--- config.mk ---
export PLATFORM = sky130hd
export DESIGN_NAME = tk3w_slave
export DESIGN_NICKNAME = d
export VERILOG_FILES = /design/src/rtl/tk_pkg.sv /design/src/rtl/tk_sync.sv /design/src/rtl/tk_serial.sv /design/src/rtl/tk_regfile.sv /design/src/rtl/tk3w_slave.sv
export SDC_FILE = /design/constraint.sdc
export NUM_CORES = 1
export LEC_CHECK = 0
export BUFFER_PORTS_ARGS = -buffer_cell sky130_fd_sc_hd__clkbuf_2
export CORE_MARGIN = 4
export CORE_UTILIZATION = 55
export DETAILED_ROUTE_END_ITERATION = 16
export GPL_ROUTABILITY_DRIVEN = 0
export PLACE_DENSITY = 0.8
export REMOVE_ABC_BUFFERS = 1
export SLEW_MARGIN = 20
export SYNTH_ARGS = -nofsm -noshare
export SYNTH_HDL_FRONTEND = slang
export SYNTH_SLANG_ARGS = --single-unit
--- constraint.sdc ---
create_clock -name clk -period 4.1 [get_ports clk]
set_clock_uncertainty 0.05 [all_clocks]
set_input_delay 0 -clock clk [delete_from_list [all_inputs] [get_ports clk]]
set_output_delay 0 -clock clk [all_outputs]
set_load 0.05 [all_outputs]
--- src/rtl/tk_pkg.sv ---
package tk_pkg;
  localparam int BYTE_W = 8;
  localparam int NREG   = 8;
  localparam int IDX_W  = $clog2(NREG);
  localparam int FLAT_W = BYTE_W * NREG;

  // burst order is behaviour: index = position in a burst
  localparam logic [IDX_W-1:0] IX_SEC  = 3'd0;
  localparam logic [IDX_W-1:0] IX_MIN  = 3'd1;
  localparam logic [IDX_W-1:0] IX_HOUR = 3'd2;
  localparam logic [IDX_W-1:0] IX_DAY  = 3'd3;
  localparam logic [IDX_W-1:0] IX_MON  = 3'd4;
  localparam logic [IDX_W-1:0] IX_WDAY = 3'd5;
  localparam logic [IDX_W-1:0] IX_YEAR = 3'd6;
  localparam logic [IDX_W-1:0] IX_WP   = 3'd7;

  localparam logic [BYTE_W-1:0] CMD_BURST_WR = 8'hBE;
  localparam logic [BYTE_W-1:0] CMD_BURST_RD = 8'hBF;
  localparam logic [BYTE_W-1:0] CMD_WP_WR    = 8'h8E;

  typedef enum logic [2:0] {
    PH_CMD, PH_WR, PH_RD, PH_WP, PH_SKIP
  } link_phase_e;

  function automatic logic [BYTE_W-1:0] keep_mask(logic [IDX_W-1:0] ix);
    case (ix)
      IX_SEC, IX_MIN: return 8'h7F;
      IX_HOUR:        return 8'hBF;
      IX_DAY:         return 8'h3F;
      IX_MON:         return 8'h1F;
      IX_WDAY:        return 8'h07;
      IX_YEAR:        return 8'hFF;
      default:        return 8'h80;
    endcase
  endfunction

  function automatic logic [BYTE_W-1:0] reset_val(logic [IDX_W-1:0] ix);
    case (ix)
      IX_DAY, IX_MON, IX_WDAY: return 8'h01;
      IX_WP:                   return 8'h80;
      default:                 return 8'h00;
    endcase
  endfunction

  // store form of a host byte: masked, and never zero where zero is illegal
  function automatic logic [BYTE_W-1:0] store_form(logic [IDX_W-1:0] ix,
                                                    logic [BYTE_W-1:0] d);
    logic [BYTE_W-1:0] m;
    m = d & keep_mask(ix);
    if ((ix == IX_DAY || ix == IX_MON || ix == IX_WDAY) && m == '0)
      m = 8'h01;
    return m;
  endfunction

  function automatic logic [BYTE_W-1:0] bcd_inc(logic [BYTE_W-1:0] v);
    if (v[3:0] >= 4'd9) return {v[7:4] + 4'd1, 4'd0};
    return v + 8'd1;
  endfunction

  function automatic logic leap_bcd(logic [BYTE_W-1:0] y);
    if (y[4]) return (y[3:0] == 4'd2) || (y[3:0] == 4'd6);
    return (y[3:0] == 4'd0) || (y[3:0] == 4'd4) || (y[3:0] == 4'd8);
  endfunction

  function automatic logic [BYTE_W-1:0] last_day(logic [BYTE_W-1:0] mon,
                                                  logic [BYTE_W-1:0] yr);
    case (mon)
      8'h02:                      return leap_bcd(yr) ? 8'h29 : 8'h28;
      8'h04, 8'h06, 8'h09, 8'h11: return 8'h30;
      default:                    return 8'h31;
    endcase
  endfunction
endpackage

--- src/rtl/tk_sync.sv ---
module tk_sync #(
  parameter int W      = 3,
  parameter int STAGES = 2
) (
  input  logic         clk,
  input  logic         rst_n,
  input  logic [W-1:0] d,
  output logic [W-1:0] q
);
  logic [W-1:0] st [STAGES];

  genvar g;
  generate
    for (g = 0; g < STAGES; g++) begin : g_stage
      always_ff @(posedge clk or negedge rst_n) begin
        if (!rst_n) st[g] <= '0;
        else if (g == 0) st[g] <= d;
        else st[g] <= st[(g == 0) ? 0 : g - 1];
      end
    end
  endgenerate

  assign q = st[STAGES-1];
endmodule

--- src/rtl/tk_serial.sv ---
module tk_serial
  import tk_pkg::*;
(
  input  logic              clk,
  input  logic              rst_n,
  input  logic              ce_act,
  input  logic              sclk,
  input  logic              sdin,
  input  logic [FLAT_W-1:0] regs_flat,
  output logic              wr_en,
  output logic [IDX_W-1:0]  wr_idx,
  output logic [BYTE_W-1:0] wr_data,
  output logic              dout,
  output logic              doe,
  output logic              rd_phase
);
  link_phase_e       ph;
  logic              sclk_d;
  logic [2:0]        bcnt;
  logic [BYTE_W-2:0] rxsh;
  logic [BYTE_W-1:0] txsh;
  logic [IDX_W-1:0]  idx;
  logic [BYTE_W-1:0] rx_next;
  logic              rise, fall;

  assign rise     = sclk & ~sclk_d;
  assign fall     = ~sclk & sclk_d;
  assign rx_next  = {sdin, rxsh};
  assign rd_phase = (ph == PH_RD);

  always_ff @(posedge clk or negedge rst_n) begin
    if (!rst_n) begin
      ph      <= PH_CMD;
      sclk_d  <= 1'b0;
      bcnt    <= '0;
      rxsh    <= '0;
      txsh    <= '0;
      idx     <= '0;
      wr_en   <= 1'b0;
      wr_idx  <= '0;
      wr_data <= '0;
      dout    <= 1'b0;
      doe     <= 1'b0;
    end else begin
      wr_en  <= 1'b0;
      sclk_d <= sclk;
      if (!ce_act) begin
        ph   <= PH_CMD;
        bcnt <= '0;
        doe  <= 1'b0;
        dout <= 1'b0;
      end else begin
        if (rise) begin
          rxsh <= rx_next[BYTE_W-1:1];
          bcnt <= bcnt + 3'd1;
          if (ph == PH_RD) begin
            if (bcnt == 3'd7) begin
              txsh <= regs_flat[idx*BYTE_W +: BYTE_W];
              idx  <= idx + 1'b1;
            end else begin
              txsh <= txsh >> 1;
            end
          end
          if (bcnt == 3'd7) begin
            case (ph)
              PH_CMD: begin
                idx <= '0;
                if (rx_next == CMD_BURST_RD) begin
                  ph   <= PH_RD;
                  txsh <= regs_flat[BYTE_W-1:0];
                  idx  <= 3'd1;
                end else if (rx_next == CMD_BURST_WR) ph <= PH_WR;
                else if (rx_next == CMD_WP_WR)        ph <= PH_WP;
                else                                  ph <= PH_SKIP;
              end
              PH_WR: begin
                wr_en   <= 1'b1;
                wr_idx  <= idx;
                wr_data <= rx_next;
                idx     <= idx + 1'b1;
                if (idx == IX_WP) ph <= PH_SKIP;
              end
              PH_WP: begin
                wr_en   <= 1'b1;
                wr_idx  <= IX_WP;
                wr_data <= rx_next;
                ph      <= PH_SKIP;
              end
              default: ;
            endcase
          end
        end
        if (fall && ph == PH_RD) begin
          doe  <= 1'b1;
          dout <= txsh[0];
        end
      end
    end
  end
endmodule

--- src/rtl/tk_regfile.sv ---
module tk_regfile
  import tk_pkg::*;
(
  input  logic              clk,
  input  logic              rst_n,
  input  logic              busy,
  input  logic              tick,
  input  logic              wr_en,
  input  logic [IDX_W-1:0]  wr_idx,
  input  logic [BYTE_W-1:0] wr_data,
  output logic [FLAT_W-1:0] regs_flat
);
  logic [BYTE_W-1:0] r  [NREG];
  logic [BYTE_W-1:0] nx [NREG];
  logic              pend, apply;
  logic              c_min, c_hr, c_day, c_mon, c_yr;
  logic [BYTE_W-1:0] h12;

  assign apply = (tick | pend) & ~busy & ~wr_en;

  // next calendar state for one second
  always_comb begin
    for (int i = 0; i < NREG; i++) nx[i] = r[i];
    c_hr  = 1'b0;
    c_day = 1'b0;
    c_mon = 1'b0;
    c_yr  = 1'b0;
    h12   = bcd_inc({3'b000, r[IX_HOUR][4:0]});
    c_min = (r[IX_SEC][6:0] == 7'h59);
    nx[IX_SEC] = c_min ? 8'h00 : bcd_inc(r[IX_SEC]);
    if (c_min) begin
      c_hr = (r[IX_MIN] == 8'h59);
      nx[IX_MIN] = c_hr ? 8'h00 : bcd_inc(r[IX_MIN]);
    end
    if (c_min && c_hr) begin
      if (r[IX_HOUR][7]) begin
        if (r[IX_HOUR][4:0] == 5'h12) begin
          nx[IX_HOUR] = {2'b10, r[IX_HOUR][5], 5'h01};
        end else if (r[IX_HOUR][4:0] == 5'h11) begin
          nx[IX_HOUR] = {2'b10, ~r[IX_HOUR][5], 5'h12};
          c_day = r[IX_HOUR][5];
        end else begin
          nx[IX_HOUR] = {2'b10, r[IX_HOUR][5], h12[4:0]};
        end
      end else if (r[IX_HOUR] == 8'h23) begin
        nx[IX_HOUR] = 8'h00;
        c_day = 1'b1;
      end else begin
        nx[IX_HOUR] = bcd_inc(r[IX_HOUR]);
      end
    end
    if (c_day) begin
      nx[IX_WDAY] = (r[IX_WDAY] == 8'h07) ? 8'h01 : r[IX_WDAY] + 8'h01;
      c_mon = (r[IX_DAY] == last_day(r[IX_MON], r[IX_YEAR]));
      nx[IX_DAY] = c_mon ? 8'h01 : bcd_inc(r[IX_DAY]);
    end
    if (c_mon) begin
      c_yr = (r[IX_MON] == 8'h12);
      nx[IX_MON] = c_yr ? 8'h01 : bcd_inc(r[IX_MON]);
    end
    if (c_yr) nx[IX_YEAR] = (r[IX_YEAR] == 8'h99) ? 8'h00 : bcd_inc(r[IX_YEAR]);
  end

  always_ff @(posedge clk or negedge rst_n) begin
    if (!rst_n) begin
      for (int i = 0; i < NREG; i++) r[i] <= reset_val(IDX_W'(i));
      pend <= 1'b0;
    end else begin
      if (apply) pend <= 1'b0;
      else if (tick) pend <= 1'b1;
      if (wr_en) begin
        if (wr_idx == IX_WP || !r[IX_WP][7]) r[wr_idx] <= store_form(wr_idx, wr_data);
      end else if (apply) begin
        for (int i = 0; i < NREG; i++) r[i] <= nx[i];
      end
    end
  end

  genvar g;
  generate
    for (g = 0; g < NREG; g++) begin : g_flat
      assign regs_flat[g*BYTE_W +: BYTE_W] = r[g];
    end
  endgenerate
endmodule

--- src/rtl/tk3w_slave.sv ---
module tk3w_slave
  import tk_pkg::*;
#(
  parameter int SYNC_STAGES = 2
) (
  input  logic clk,
  input  logic rst_n,
  input  logic tick_sec,
  input  logic link_rst_n,
  input  logic link_clk,
  input  logic link_din,
  output logic link_dout,
  output logic link_oe
);
  logic [2:0]        sync_q;
  logic              ce_act, sclk_s, sdin_s;
  logic              wr_en, rd_phase;
  logic [IDX_W-1:0]  wr_idx;
  logic [BYTE_W-1:0] wr_data;
  logic [FLAT_W-1:0] regs_flat;

  tk_sync #(.W(3), .STAGES(SYNC_STAGES)) u_sync (
    .clk  (clk),
    .rst_n(rst_n),
    .d    ({link_rst_n, link_clk, link_din}),
    .q    (sync_q)
  );
  assign {ce_act, sclk_s, sdin_s} = sync_q;

  tk_serial u_ser (
    .clk      (clk),
    .rst_n    (rst_n),
    .ce_act   (ce_act),
    .sclk     (sclk_s),
    .sdin     (sdin_s),
    .regs_flat(regs_flat),
    .wr_en    (wr_en),
    .wr_idx   (wr_idx),
    .wr_data  (wr_data),
    .dout     (link_dout),
    .doe      (link_oe),
    .rd_phase (rd_phase)
  );

  tk_regfile u_rf (
    .clk      (clk),
    .rst_n    (rst_n),
    .busy     (ce_act),
    .tick     (tick_sec),
    .wr_en    (wr_en),
    .wr_idx   (wr_idx),
    .wr_data  (wr_data),
    .regs_flat(regs_flat)
  );
endmodule

Word level (Yosys, flattened, before mapping)
Cells that the tools add are included.
{"block": "word_totals", "ff_bits": 110, "latch_bits": 0, "ramBits": 0, "romBits": 0, "in_bits": 6, "output_inout_bits": 2, "elab_cells": 244, "n_memories": 0}
{"block": "op_classes", "add_sub_neg": 17, "multipliers": 0, "div": 0, "order_cmp": 8, "n_eq_ne": 41, "shift": 1, "n_mux": 104, "bitwise": 12, "n_reduce_logical": 38}
{"operator": "$mux 8", "count": 39}
{"operator": "$mux 64", "count": 3}
{"operator": "$bwmux 64", "count": 1}
{"operator": "$shiftx 64x7->8", "count": 1}
{"operator": "$add 8x1->8 const B", "count": 7}
{"operator": "$pmux 8 s6", "count": 1}
{"operator": "$mux 1", "count": 40}
{"operator": "$mux 3", "count": 12}
{"operator": "$eq 8x8->1 const B", "count": 4}
{"operator": "$ge 4x4->1 const B", "count": 7}
{"operator": "$add 4x1->4 const B", "count": 6}
{"operator": "$demux 8 s3", "count": 1}
{"operator": "$eq 8x3->1 const B", "count": 3}
{"operator": "$eq 3x3->1 const B", "count": 6}
{"operator": "$eq 8x5->1 const B", "count": 2}
{"operator": "$pmux 8 s2", "count": 1}
{"operator": "$reduce_bool 2->1", "count": 8}
{"operator": "$reduce_and 3->1", "count": 5}
{"operator": "$eq 3x2->1 const B", "count": 4}
{"operator": "$pmux 3 s2", "count": 2}
{"operator": "$reduce_and 4->1", "count": 3}
{"operator": "$eq 5x5->1 const B", "count": 2}
{"operator": "$mux 5", "count": 2}
{"operator": "$pmux 3 s3", "count": 1}
{"operator": "other kinds (34)", "count": 60}

Logic depth before layout (Yosys ltp)
Gate-level depths: netlist of run 1.
{"block": "logic_depth", "word_depth": 21, "mapped_depth": 10}

Cells and area by module
Synthesis of run 1 repeated with hierarchy kept, for this count alone.
{"block": "hier_totals", "hier_cells": 816, "area_unflattened_um2": 7133.1}
{"module": "tk_regfile", "n_inst": 1, "cells_per_inst": 553, "area_per_inst_um2": 4560.6, "seq_area_each_um2": 1631.6}
{"module": "tk_serial", "n_inst": 1, "cells_per_inst": 254, "area_per_inst_um2": 2399.8, "seq_area_each_um2": 975.9}
{"module": "tk_sync", "n_inst": 1, "cells_per_inst": 9, "area_per_inst_um2": 172.7, "seq_area_each_um2": 150.1}

Worst setup path after synthesis of run 1
Ideal clock, no wire load.
{"block": "synth_timing", "path_type": "flip-flop to flip-flop", "start": "register u_rf.r (netlist bit u_rf.regs_flat[37])", "end": "register u_rf.r (netlist bit u_rf.regs_flat[37])", "setup_time_ns": 0.124, "arrival_ns": 2.462, "required_time_ns": 3.926, "slack_ns": 1.464, "path_stages_with_launch": 10, "path_buffers": 0, "path_cell_list": "dfrtp_1 -> inv_1 -> ha_1 -> nor4b_1 -> nand3b_1 -> o211a_1 -> or3_4 -> a2111oi_2 -> nor2_1 -> a211o_2"}
{"block": "synth_between", "elab_chain_len": 8, "elab_cells_between_ends": 23, "classes_between": "2 x add/sub; 7 x eq/ne; 11 x mux; 3 x reduce/logical"}
{"element": "start: declaration", "line_no": "tk_regfile.sv:13", "rtl": "logic [BYTE_W-1:0] r [NREG];"}
{"element": "$eq 8x3->1 (tied with other cells)", "line_no": "tk_pkg.sv:67", "rtl": "case (mon)"}
{"element": "$reduce_or 4->1", "line_no": "tk_pkg.sv:67"}
{"element": "$pmux 8 s2", "line_no": "tk_pkg.sv:67"}
{"element": "$mux 8", "line_no": "tk_regfile.sv:52", "rtl": "if (c_day) begin"}
{"element": "$eq 8x8->1", "line_no": "tk_regfile.sv:54", "rtl": "c_mon = (r[IX_DAY] == last_day(r[IX_MON], r[IX_YEAR]));"}
{"element": "$mux 1", "line_no": "tk_regfile.sv:52"}
{"element": "$reduce_bool 2->1 (no source line)"}
{"element": "$reduce_and 3->1 (no source line)"}
Parallel ways exist; a longest one is shown, timed or not. The select of a mux whose other input is x is not followed.
A chain may end at the register's enable or synchronous reset.

Worst setup path in the final report of run 1
{"block": "layout_timing", "start": "register u_ser.wr_en", "end": "register u_rf.r (netlist bit u_rf.regs_flat[48])"}
{"block": "layout_between", "elab_chain_len": 4, "elab_cells_between_ends": 7, "classes_between": "1 x eq/ne; 1 x mux; 2 x bitwise; 3 x reduce/logical"}
{"element": "start: declaration", "line_no": "tk_serial.sv:10", "rtl": "output logic wr_en,"}
{"element": "start signal: assignment", "line_no": "tk_serial.sv:39", "rtl": "wr_en <= 1'b0;"}
{"element": "start signal: assignment", "line_no": "tk_serial.sv:45", "rtl": "wr_en <= 1'b0;"}
{"element": "start signal: assignment", "line_no": "tk_serial.sv:77", "rtl": "wr_en <= 1'b1;"}
{"element": "$not 1->1", "line_no": "tk_regfile.sv:19", "rtl": "assign apply = (tick | pend) & ~busy & ~wr_en;"}
{"element": "$and 1x1->1", "line_no": "tk_regfile.sv:19"}
{"element": "$reduce_bool 2->1 (no source line)"}
{"element": "$reduce_and 3->1 (no source line)"}
Parallel ways exist; a longest one is shown, timed or not.

==> metrics, run 1 <==
largest net degree at the start of global routing=slightly below 80; worst setup margin=0.9243 ns; Die Wd=roughly 120 um; die footprint=14970 um^2; Critical-path top delay cell=dfrtp_2; GRT Max-Usage Layer=met2; share of layout cells above drive strength 1=9.343%; worst hold margin=0.02795 ns; Die Y=122.3 um; drt total wl=around 19 mm; boundary pin count=8; Buf+Inv Stages, Crit Path=0; initial antenna violation count=0; synth top area cells=dfrtp_1, ha_1, nand2_1; first-pass GRT wire length=31.24 mm; GRT met1 Usage=36.04%; critical path's top delay family=simple AND/OR/NAND/NOR gates; dpl ws=1.046 ns; clock transition at the registers of the reported paths=approximately 0.080 ns; CTS tree=done; antenna-violating nets left=0; root buf cell=clkbuf_16; proportion of netlist area held by the largest area contributor=36.89%; Avg Inst Size Synth=9.045 um^2; cells along the critical path=nor3_1, a21o_1, nand2_1, a2111oi_0, nor2_1, mux2_2; hpwl dp=about 14 mm; Post-CTS Setup Bufs=0; vias in the first global route=6067; synthesized instance count=between 700 and 800; total negative slack=0 ns; fraction of registers with async set/reset=100.0%; GR Util met3=~8.3%; Startpoint Class=register; met2 Use GR=between 40% and 50%; final setup vio count=0; Slew @ Worst Pin=0.9013 ns; post-DR vias/cell=6.673; Rel. slew slack=39.92%; worst-path fanout max=38; P_leak=3.274 nW; clk buf depth=2; DR pass1 iterations=6; num rows=a little over 40; Post-synth EDFFs=0; Slew Viols, Final=0; distinct cell type count after synthesis=73; max_cap viols=0; yosys warns=0; iteration-0 DRC count of the detailed router=about 870; total CTS buffers=9; drt drc=0; Layout area overhead=7.604%; post-layout net count=832; Peak supply drop=~0.00033 V; register area share after synthesis=38.35%; Power Density=roughly 320 nW/um^2; prevailing post-synth register cell=dfrtp_1; initial core utilization=56.52%; Core Area=approximately 13000 um^2; Worst path max stage delay=slightly below 0.7 ns; Final Hold Fails=0; WP data arrival=roughly 3.4 ns; status=complete, no violations; CP endpoint kind=register; Period minus WS final=3.176 ns; final core utilization=about three fifths; RSZ-0062 raised after global routing=no; period utilization=77.46%; most frequent cells after synthesis=dfrtp_1, nand2_1, nor2_1, o21ai_0, a21oi_1; Fmax=314.9 MHz; most common cell in the synthesized netlist=dfrtp_1; Hold Crit Class=primary input to async pin; Routed wire per std cell=19.90 um; gr ovfl total=0; #FFs+latches synth=110; Sequential Area=around 2800 um^2; Filler cells=1089; IO buf count=7; Worst-Skew Late Latency=between 0.3 and 0.4 ns; via count=6433; GRT Total Usage=26.68%; area of the multi-input gates=4164 um^2; H-tree depth=3; # diodes=0; mapped cell area=7191 um^2; largest area contributor in the netlist=dfrtp_1; Crit Path Category=register to register; Worst Path Required=~4.3 ns; # clock sinks=110
-- repair_timing --
| item | CTS | global route |
|---|---|---|
| hold buffers | 5 | 0 |
| hold endpoints to repair | 76 | 0 |
| resized for setup | 0 | 0 |
-- registers in the layout, indices dropped and copies added (netlist names), 7 cells and up --
| name | count |
|---|---|
| u_rf.regs_flat | 64 |
| u_ser.txsh | 8 |
| u_ser.wr_data | 8 |
| u_ser.rxsh | 7 |
-- logic make-up (layout without fill, tap and decap cells) --
group | after synthesis | count (layout) | share of synthesized area (%)
flops | 110 | 110 | 38.35
xor+xnor | 2 | 2 | 0.2436
simple gates | 314 | 314 | 21.79
fa+ha+maj | 39 | 39 | 6.786
buf+inv | 71 | 68 | 3.741
mux | 42 | 42 | 8.909
compound gates | 217 | 217 | 20.18
-- placed cells by master (no fill, tap or decap), drive strengths merged, types with 16 or more instances in the layout --
| cell | synthesis | final |
|---|---|---|
| o21ai | 59 | 59 |
| nand2b | 20 | 20 |
| a21oi | 46 | 46 |
| nand3 | 22 | 22 |
| nand2 | 93 | 93 |
| ha | 39 | 39 |
| dfrtp | 106 | 106 |
| inv | 34 | 38 |
| mux4 | 16 | 16 |
| nor2 | 71 | 71 |
| nor2b | 27 | 27 |
-- layout make-up --
type                       instances  share of cell area (%)
timing repair buffer              18                   1.973
inverter                          34                   1.649
multi-input combinational        614                   53.82
clock buffer                       9                   2.911
tap                              172                   2.781
sequential                       110                   35.66
clock inverter                     7                   1.213
-- report_power, final --
part           switching [W]  total [W]  internal (W)  leakage, nW
Clock               0.000480   0.000926      0.000446        0.154
Combinational       0.000157   0.000281      0.000124         1.71
Sequential         0.0000944    0.00123       0.00114         1.41
Total               0.000731    0.00244       0.00171         3.27
-- per-stage QoR --
step	instance area, um^2	cells	power [W]
after floorplan	7049	758	0.001401
after global placement	7341	942	0.001497
after detailed placement	7341	942	0.001515
after CTS	7710	963	0.002446
after global routing	7737	964	0.002537
final	7737	964	0.002438
-- path summary, 6_finish.rpt --
| kind | startpoint | slack, ns | depth (start not counted) | to |
|---|---|---|---|---|
| max reg2reg | u_ser.wr_en | 0.92 | 6 | u_rf.regs_flat[48] |
| min reg2reg | u_sync.st[5] | 0.30 | 0 | u_sync.q[2] |
| min in group clk | link_clk | 0.22 | 2 | u_sync.st[4] |
| max | u_ser.wr_en | 0.92 | 6 | u_rf.regs_flat[48] |
| max in group asynchronous | rst_n | 3.18 | 3 | u_rf.regs_flat[2] |
| min | rst_n | 0.03 | 2 | u_rf.regs_flat[26] |
-- routing by layer --
layer	vias up	share of wire [%]
met5	-	0
met4	0	3.5
met3	69	11
met2	374	46
met1	3098	40
li1	2892	-
Power figures use the tool's default switching activity.
==> inputs of run 2 (changes only) <==
==> constraint.sdc (replaced) <==
create_clock -name clk -period 3.2 [get_ports clk]
set_clock_uncertainty 0.05 [all_clocks]
set_input_delay 0 -clock clk [delete_from_list [all_inputs] [get_ports clk]]
set_output_delay 0 -clock clk [all_outputs]
set_load 0.05 [all_outputs]
==> run 2 against run 1 <==
Effect of this change: hold slack better by 0.18 ns; via count is 0.36% higher; core utilization is 0.90 points higher; flip-flop and latch count stayed put; wire length is 2.5% higher; non-clock buffer count is 11 higher; first-iteration DRC count is 7.3% lower; sequential share of layout area is 0.52 points lower; critical path depth is 3 higher; cell area is 1.5% higher; setup slack worse by 0.72 ns; count of clock-buffer cells in the layout is 1 higher; critical endpoint is now u_rf.regs_flat[37]; largest cell class unchanged; highest routed layer unchanged.
==> metrics, run 2 (same netlist as run 1, synthesis figures left out) <==
M1 wire length=7.764 mm (+1.1%); CP endpoint kind=register; Slew Viols, Final=0 (unchanged); total negative slack=0 ns (unchanged); Startpoint Class=register; status=complete, no violations; commonest non-fill, non-tap cell in the layout=dfrtp_1; Top Metal Used=met4; clk buf depth=2 (unchanged); Post-CTS Setup Bufs=0 (unchanged); root buf cell=clkbuf_16; Hold Crit Class=primary input to async pin; num rows=41 (unchanged); total CTS buffers=9 (unchanged); routed length on met3=1.890 mm (-9.0%); H-tree depth=3 (unchanged); Worst Path Required=3.41 ns (-0.90 ns); via count=6456 (+0.36%); Die Wd=122.3 um (unchanged); Placed Instances=954 (+1.3%); CTS tree=done; first-pass GRT wire length=32.10 mm (+2.7%); Layout area overhead=9.205%; # clock sinks=110 (unchanged); Die Y=122.3 um (unchanged); Worst-Skew Late Latency=0.36 ns (about the same); initial core utilization=56.52% (unchanged); Slew @ Worst Pin=0.8677 ns (-0.03355 ns); period utilization=93.63% (+16 points); GRT Total Usage=27.46% (+0.78 points); post-layout net count=843 (+1.3%); antenna-violating nets left=0 (unchanged); largest net degree at the start of global routing=63 (-19%); max reg flops=64 (unchanged); DR pass1 iterations=5 (-1); final setup vio count=0 (unchanged); drt total wl=19.67 mm (+2.5%); Peak supply drop=0.0004125 V (+25%); worst-path fanout max=6 (-84%); initial antenna violation count=0 (unchanged); drt drc=0 (unchanged); hpwl dp=14.13 mm (+3.9%); fin cells=975 (+1.1%); Final Hold Fails=0 (unchanged); die footprint=14970 um^2 (unchanged); # diodes=0 (unchanged); clock transition at the registers of the reported paths=0.08 ns (about the same); vias in the first global route=6184 (+1.9%); boundary pin count=8 (unchanged); RSZ-0062 raised after global routing=no; iteration-0 DRC count of the detailed router=803 (-7.3%); WP data arrival=3.20 ns (-0.19 ns); P_leak=3.347 nW (+2.2%); IO buf count=7 (unchanged); met2 WL=9.195 mm (+4.9%); post-DR vias/cell=6.622 (-0.77%); Power Density=420.7 nW/um^2 (+34%); gr ovfl total=0 (unchanged); commonest cells after routing, fill and taps aside=dfrtp_1, nand2_1, nor2_1; Period minus WS final=2.996 ns (-0.1794 ns); share of layout cells above drive strength 1=10.71% (+1.4 points); max_cap viols=0 (unchanged); Fmax=333.8 MHz (+6.0%); Core Area=12720 um^2 (unchanged); Rel. slew slack=42.15% (+2.2 points); Routed wire per std cell=20.18 um (+1.4%); Crit Path Category=register to register
==> run 2: area by class of cell <==
type	instances	area (um^2)
timing repair buffer	29	215.2
clock inverter	6	126.4
inverter	34	127.6
fill	1055	4870
clock buffer	10	239.0
sequential	110	2759
multi-input combinational	614	4170
tap	172	215.2
==> run 2: power breakdown <==
group / leakage [nW] / internal (W) / switching [W] / total [W]
clock network: 0.178 / 0.000802 / 0.000556 / 0.00136
registers: 1.41 / 0.00146 / 0.000126 / 0.00158
logic: 1.76 / 0.000157 / 0.000204 / 0.000361
==> run 2: critical path: stages (launching register included) <==
cell,delay (ns)
dfstp_2,0.59
inv_1,0.10
ha_1,0.24
nor3b_1,0.16
nand3_1,0.19
a21oi_1,0.08
or3_4,0.41
a2111oi_2,0.50
nor2_1,0.21
a211o_2,0.37
==> run 2: repair_timing <==
action	4_1_cts	5_1_grt
setup endpoints to repair	0	4
endpoints found under the hold margin	61	0
hold buffers	5	0
gates resized for setup	0	2
==> run 2: per-stage QoR <==
stage / power (W) / cell area, um^2 / setup WS, ns / util [%] / hold slack, ns
4_1_cts: 0.003300 / 7846 / 0.1975 / 61.67 / 0.2233
3_3_place_gp: 0.001931 / 7431 / 0.3463 / 58.41 / 0.05822
3_5_place_dp: 0.001952 / 7431 / 0.2238 / 58.41 / 0.06041
5_1_grt: 0.003416 / 7853 / 0.06273 / 61.72 / 0.2252
6_report: 0.003304 / 7853 / 0.2038 / 61.72 / 0.2115
2_1_floorplan: 0.001795 / 7049 / 0.3342 / - / -0.3456
==> run 2: worst paths after layout <==
check / from / end / slack, ns / cells past startpoint
max: u_rf.regs_flat[32] / u_rf.regs_flat[37] / 0.20 / 9
min: rst_n / u_rf.regs_flat[29] / 0.21 / 2
max reg2reg: u_rf.regs_flat[32] / u_rf.regs_flat[37] / 0.20 / 9
min reg2reg: u_sync.st[3] / u_sync.q[0] / 0.30 / 0
max in group asynchronous: rst_n / u_rf.regs_flat[32] / 1.97 / 3
min in group clk: link_clk / u_sync.st[4] / 0.23 / 2
==> run 2: metal layers <==
layer	global-route usage, %	vias up
li1	-	2925
met1	36.09	3114
met2	43.42	344
met3	6.636	73
met4	12.04	0
met5	0	-
==> inputs of run 3 (changes only) <==
--- a/config.mk
+++ b/config.mk
@@ -5,7 +5,7 @@
 export SDC_FILE = /design/constraint.sdc
 export NUM_CORES = 1
 export LEC_CHECK = 0
-export BUFFER_PORTS_ARGS = -buffer_cell sky130_fd_sc_hd__clkbuf_2
+export BUFFER_PORTS_ARGS = -buffer_cell sky130_fd_sc_hd__buf_2
 export CORE_MARGIN = 4
 export CORE_UTILIZATION = 55
 export DETAILED_ROUTE_END_ITERATION = 16
==> run 3 against run 2 <==
Effect of this change: clock power down 11%; combinational power grew 3%; sequential power is essentially flat; non-clock buffer count fell by 2; core utilization shrank 0.43 points; fmax shrank 0.41%; hold slack got worse by 0.036 ns; count of clock-buffer cells in the layout did not move.
==> metrics, run 3 (same netlist as run 1, synthesis figures left out) <==
status=complete, no violations; # diodes=0 (unchanged); gr ovfl total=0 (unchanged); cells along the critical path=inv_1, ha_1, nor3b_1, nand3_1, a21oi_1, or3_4, a2111oi_2, nor2_1, a211o_2; hpwl dp=13.97 mm (-1.1%); Core Area=12720 um^2 (unchanged); total power=0.003162 W (-4.3%); initial antenna violation count=0 (unchanged); Placed Instances=952 (-0.21%); initial core utilization=56.52% (unchanged); # clock sinks=110 (unchanged); post-DR vias/cell=6.531 (-1.4%); final setup vio count=0 (unchanged); clk buf depth=2 (unchanged); H-tree depth=3 (unchanged); max_cap viols=0 (unchanged); critical path's top delay family=compound AO/OA/AOI/OAI gates; commonest non-fill, non-tap cell in the layout=dfrtp_1; commonest cells after routing, fill and taps aside=dfrtp_1, nand2_1, nor2_1; Worst Path Required=3.40 ns (about the same); first-pass GRT wire length=32.00 mm (-0.30%); CTS tree=done; total negative slack=0 ns (unchanged); Power Density=405.5 nW/um^2 (-3.6%); IO buf count=7 (unchanged); reg2reg setup slack=0.19 ns (about the same); Worst R2R Start=u_rf.regs_flat[32]; Fmax=332.4 MHz (-0.41%); drt drc=0 (unchanged); final instance area=7797 um^2 (-0.70%); Filler cells=1066 (+1.0%); Layout area overhead=8.439%; Worst Reg-to-Reg Cells=9 (unchanged); die footprint=14970 um^2 (unchanged); drt total wl=19.29 mm (-2.0%); Peak supply drop=0.0004732 V (+15%); Hold Crit Class=primary input to async pin; Slew @ Worst Pin=0.9727 ns (+0.1050 ns); dpl cell area=7428 um^2 (about the same); Worst path max stage delay=0.59 ns (about the same); Worst-Skew Late Latency=0.36 ns (about the same); Final Hold Fails=0 (unchanged); P_leak=3.319 nW (-0.83%); final core utilization=61.29% (-0.43 points); Buf+Inv Stages, Crit Path=1 (unchanged); fin cells=973 (-0.21%); clock transition at the registers of the reported paths=0.08 ns (about the same); max reg flops=64 (unchanged); share of layout cells above drive strength 1=10.36% (-0.35 points); Slew Viols, Final=0 (unchanged); Routed wire per std cell=19.82 um (-1.8%); Critical-path top delay cell=dfstp_2; total CTS buffers=9 (unchanged); Crit Path Category=register to register; period utilization=94.02% (+0.38 points); Die Wd=122.3 um (unchanged); WP data arrival=3.21 ns (about the same); reg2reg end=u_rf.regs_flat[37]; DR pass1 iterations=6 (+1); via count=6355 (-1.6%); Die Y=122.3 um (unchanged); largest net degree at the start of global routing=59 (-6.3%); Period minus WS final=3.008 ns (+0.01224 ns); Setup crit start=u_rf.regs_flat[32]; iteration-0 DRC count of the detailed router=791 (-1.5%); vias in the first global route=6172 (-0.19%); antenna-violating nets left=0 (unchanged); GRT Total Usage=27.36% (-0.096 points); post-layout net count=841 (-0.24%); Rel. slew slack=35.15% (-7.0 points); Startpoint Class=register; num rows=41 (unchanged); boundary pin count=8 (unchanged); root buf cell=clkbuf_16; worst-path fanout max=6 (unchanged); CP endpoint kind=register; RSZ-0062 raised after global routing=no
==> run 3: worst register-to-register path, cell delays in order (launching register included) <==
cell,delay [ns]
dfstp_2,0.59
inv_1,0.10
ha_1,0.24
nor3b_1,0.15
nand3_1,0.18
a21oi_1,0.10
or3_4,0.41
a2111oi_2,0.50
nor2_1,0.21
a211o_2,0.37
==> run 3: power by group <==
group	internal, W	total (W)	switching [W]
Clock	0.000634	0.00121	0.000576
Combinational	0.000159	0.000371	0.000212
Sequential	0.00146	0.00158	0.000124
==> run 3: repair_timing <==
action                                  in CTS  in global routing
endpoints found under the setup margin       0                 11
setup buffers                                0                  0
resized for setup                            0                  2
hold endpoints to repair                    55                  0
hold buffers                                 5                  0
==> run 3: worst max-delay path by stage <==
stage	to	cells after the start	slack, ns
final	u_rf.regs_flat[37]	9	0.19
after floorplan	u_rf.regs_flat[48]	7	0.33
after CTS	u_rf.regs_flat[48]	9	0.19
after global placement	u_rf.regs_flat[38]	9	0.34
after detailed placement	u_rf.regs_flat[48]	9	0.23
after global routing	u_rf.regs_flat[37]	9	0.002
==> run 3: layer usage <==
layer | up-vias | track usage, % | share of wire (%)
li1 | 2917 | - | -
met1 | 3124 | 36.71 | 41
met2 | 263 | 43.39 | 47
met3 | 51 | 5.714 | 7.8
met4 | 0 | 11.41 | 3.9
met5 | - | 0 | 0
==> run 3: layout make-up <==
cell class | count | area [um^2] | share of cell area, %
Clock inverter | 6 | 83.83 | 1.075
Clock buffer | 10 | 229.0 | 2.936
Multi-Input combinational cell | 614 | 4170 | 53.48
Inverter | 34 | 127.6 | 1.637
Timing Repair Buffer | 27 | 212.7 | 2.728
Sequential cell | 110 | 2759 | 35.38
Tap cell | 172 | 215.2 | 2.760
==> run 3: metrics by stage <==
step / hold slack [ns] / setup slack (ns)
final: 0.1751 / 0.1915
after detailed placement: 0.04305 / 0.2329
after CTS: 0.2140 / 0.1930
after floorplan: -0.3456 / 0.3342
after global placement: 0.02883 / 0.3414
after global routing: 0.2306 / 0.001643
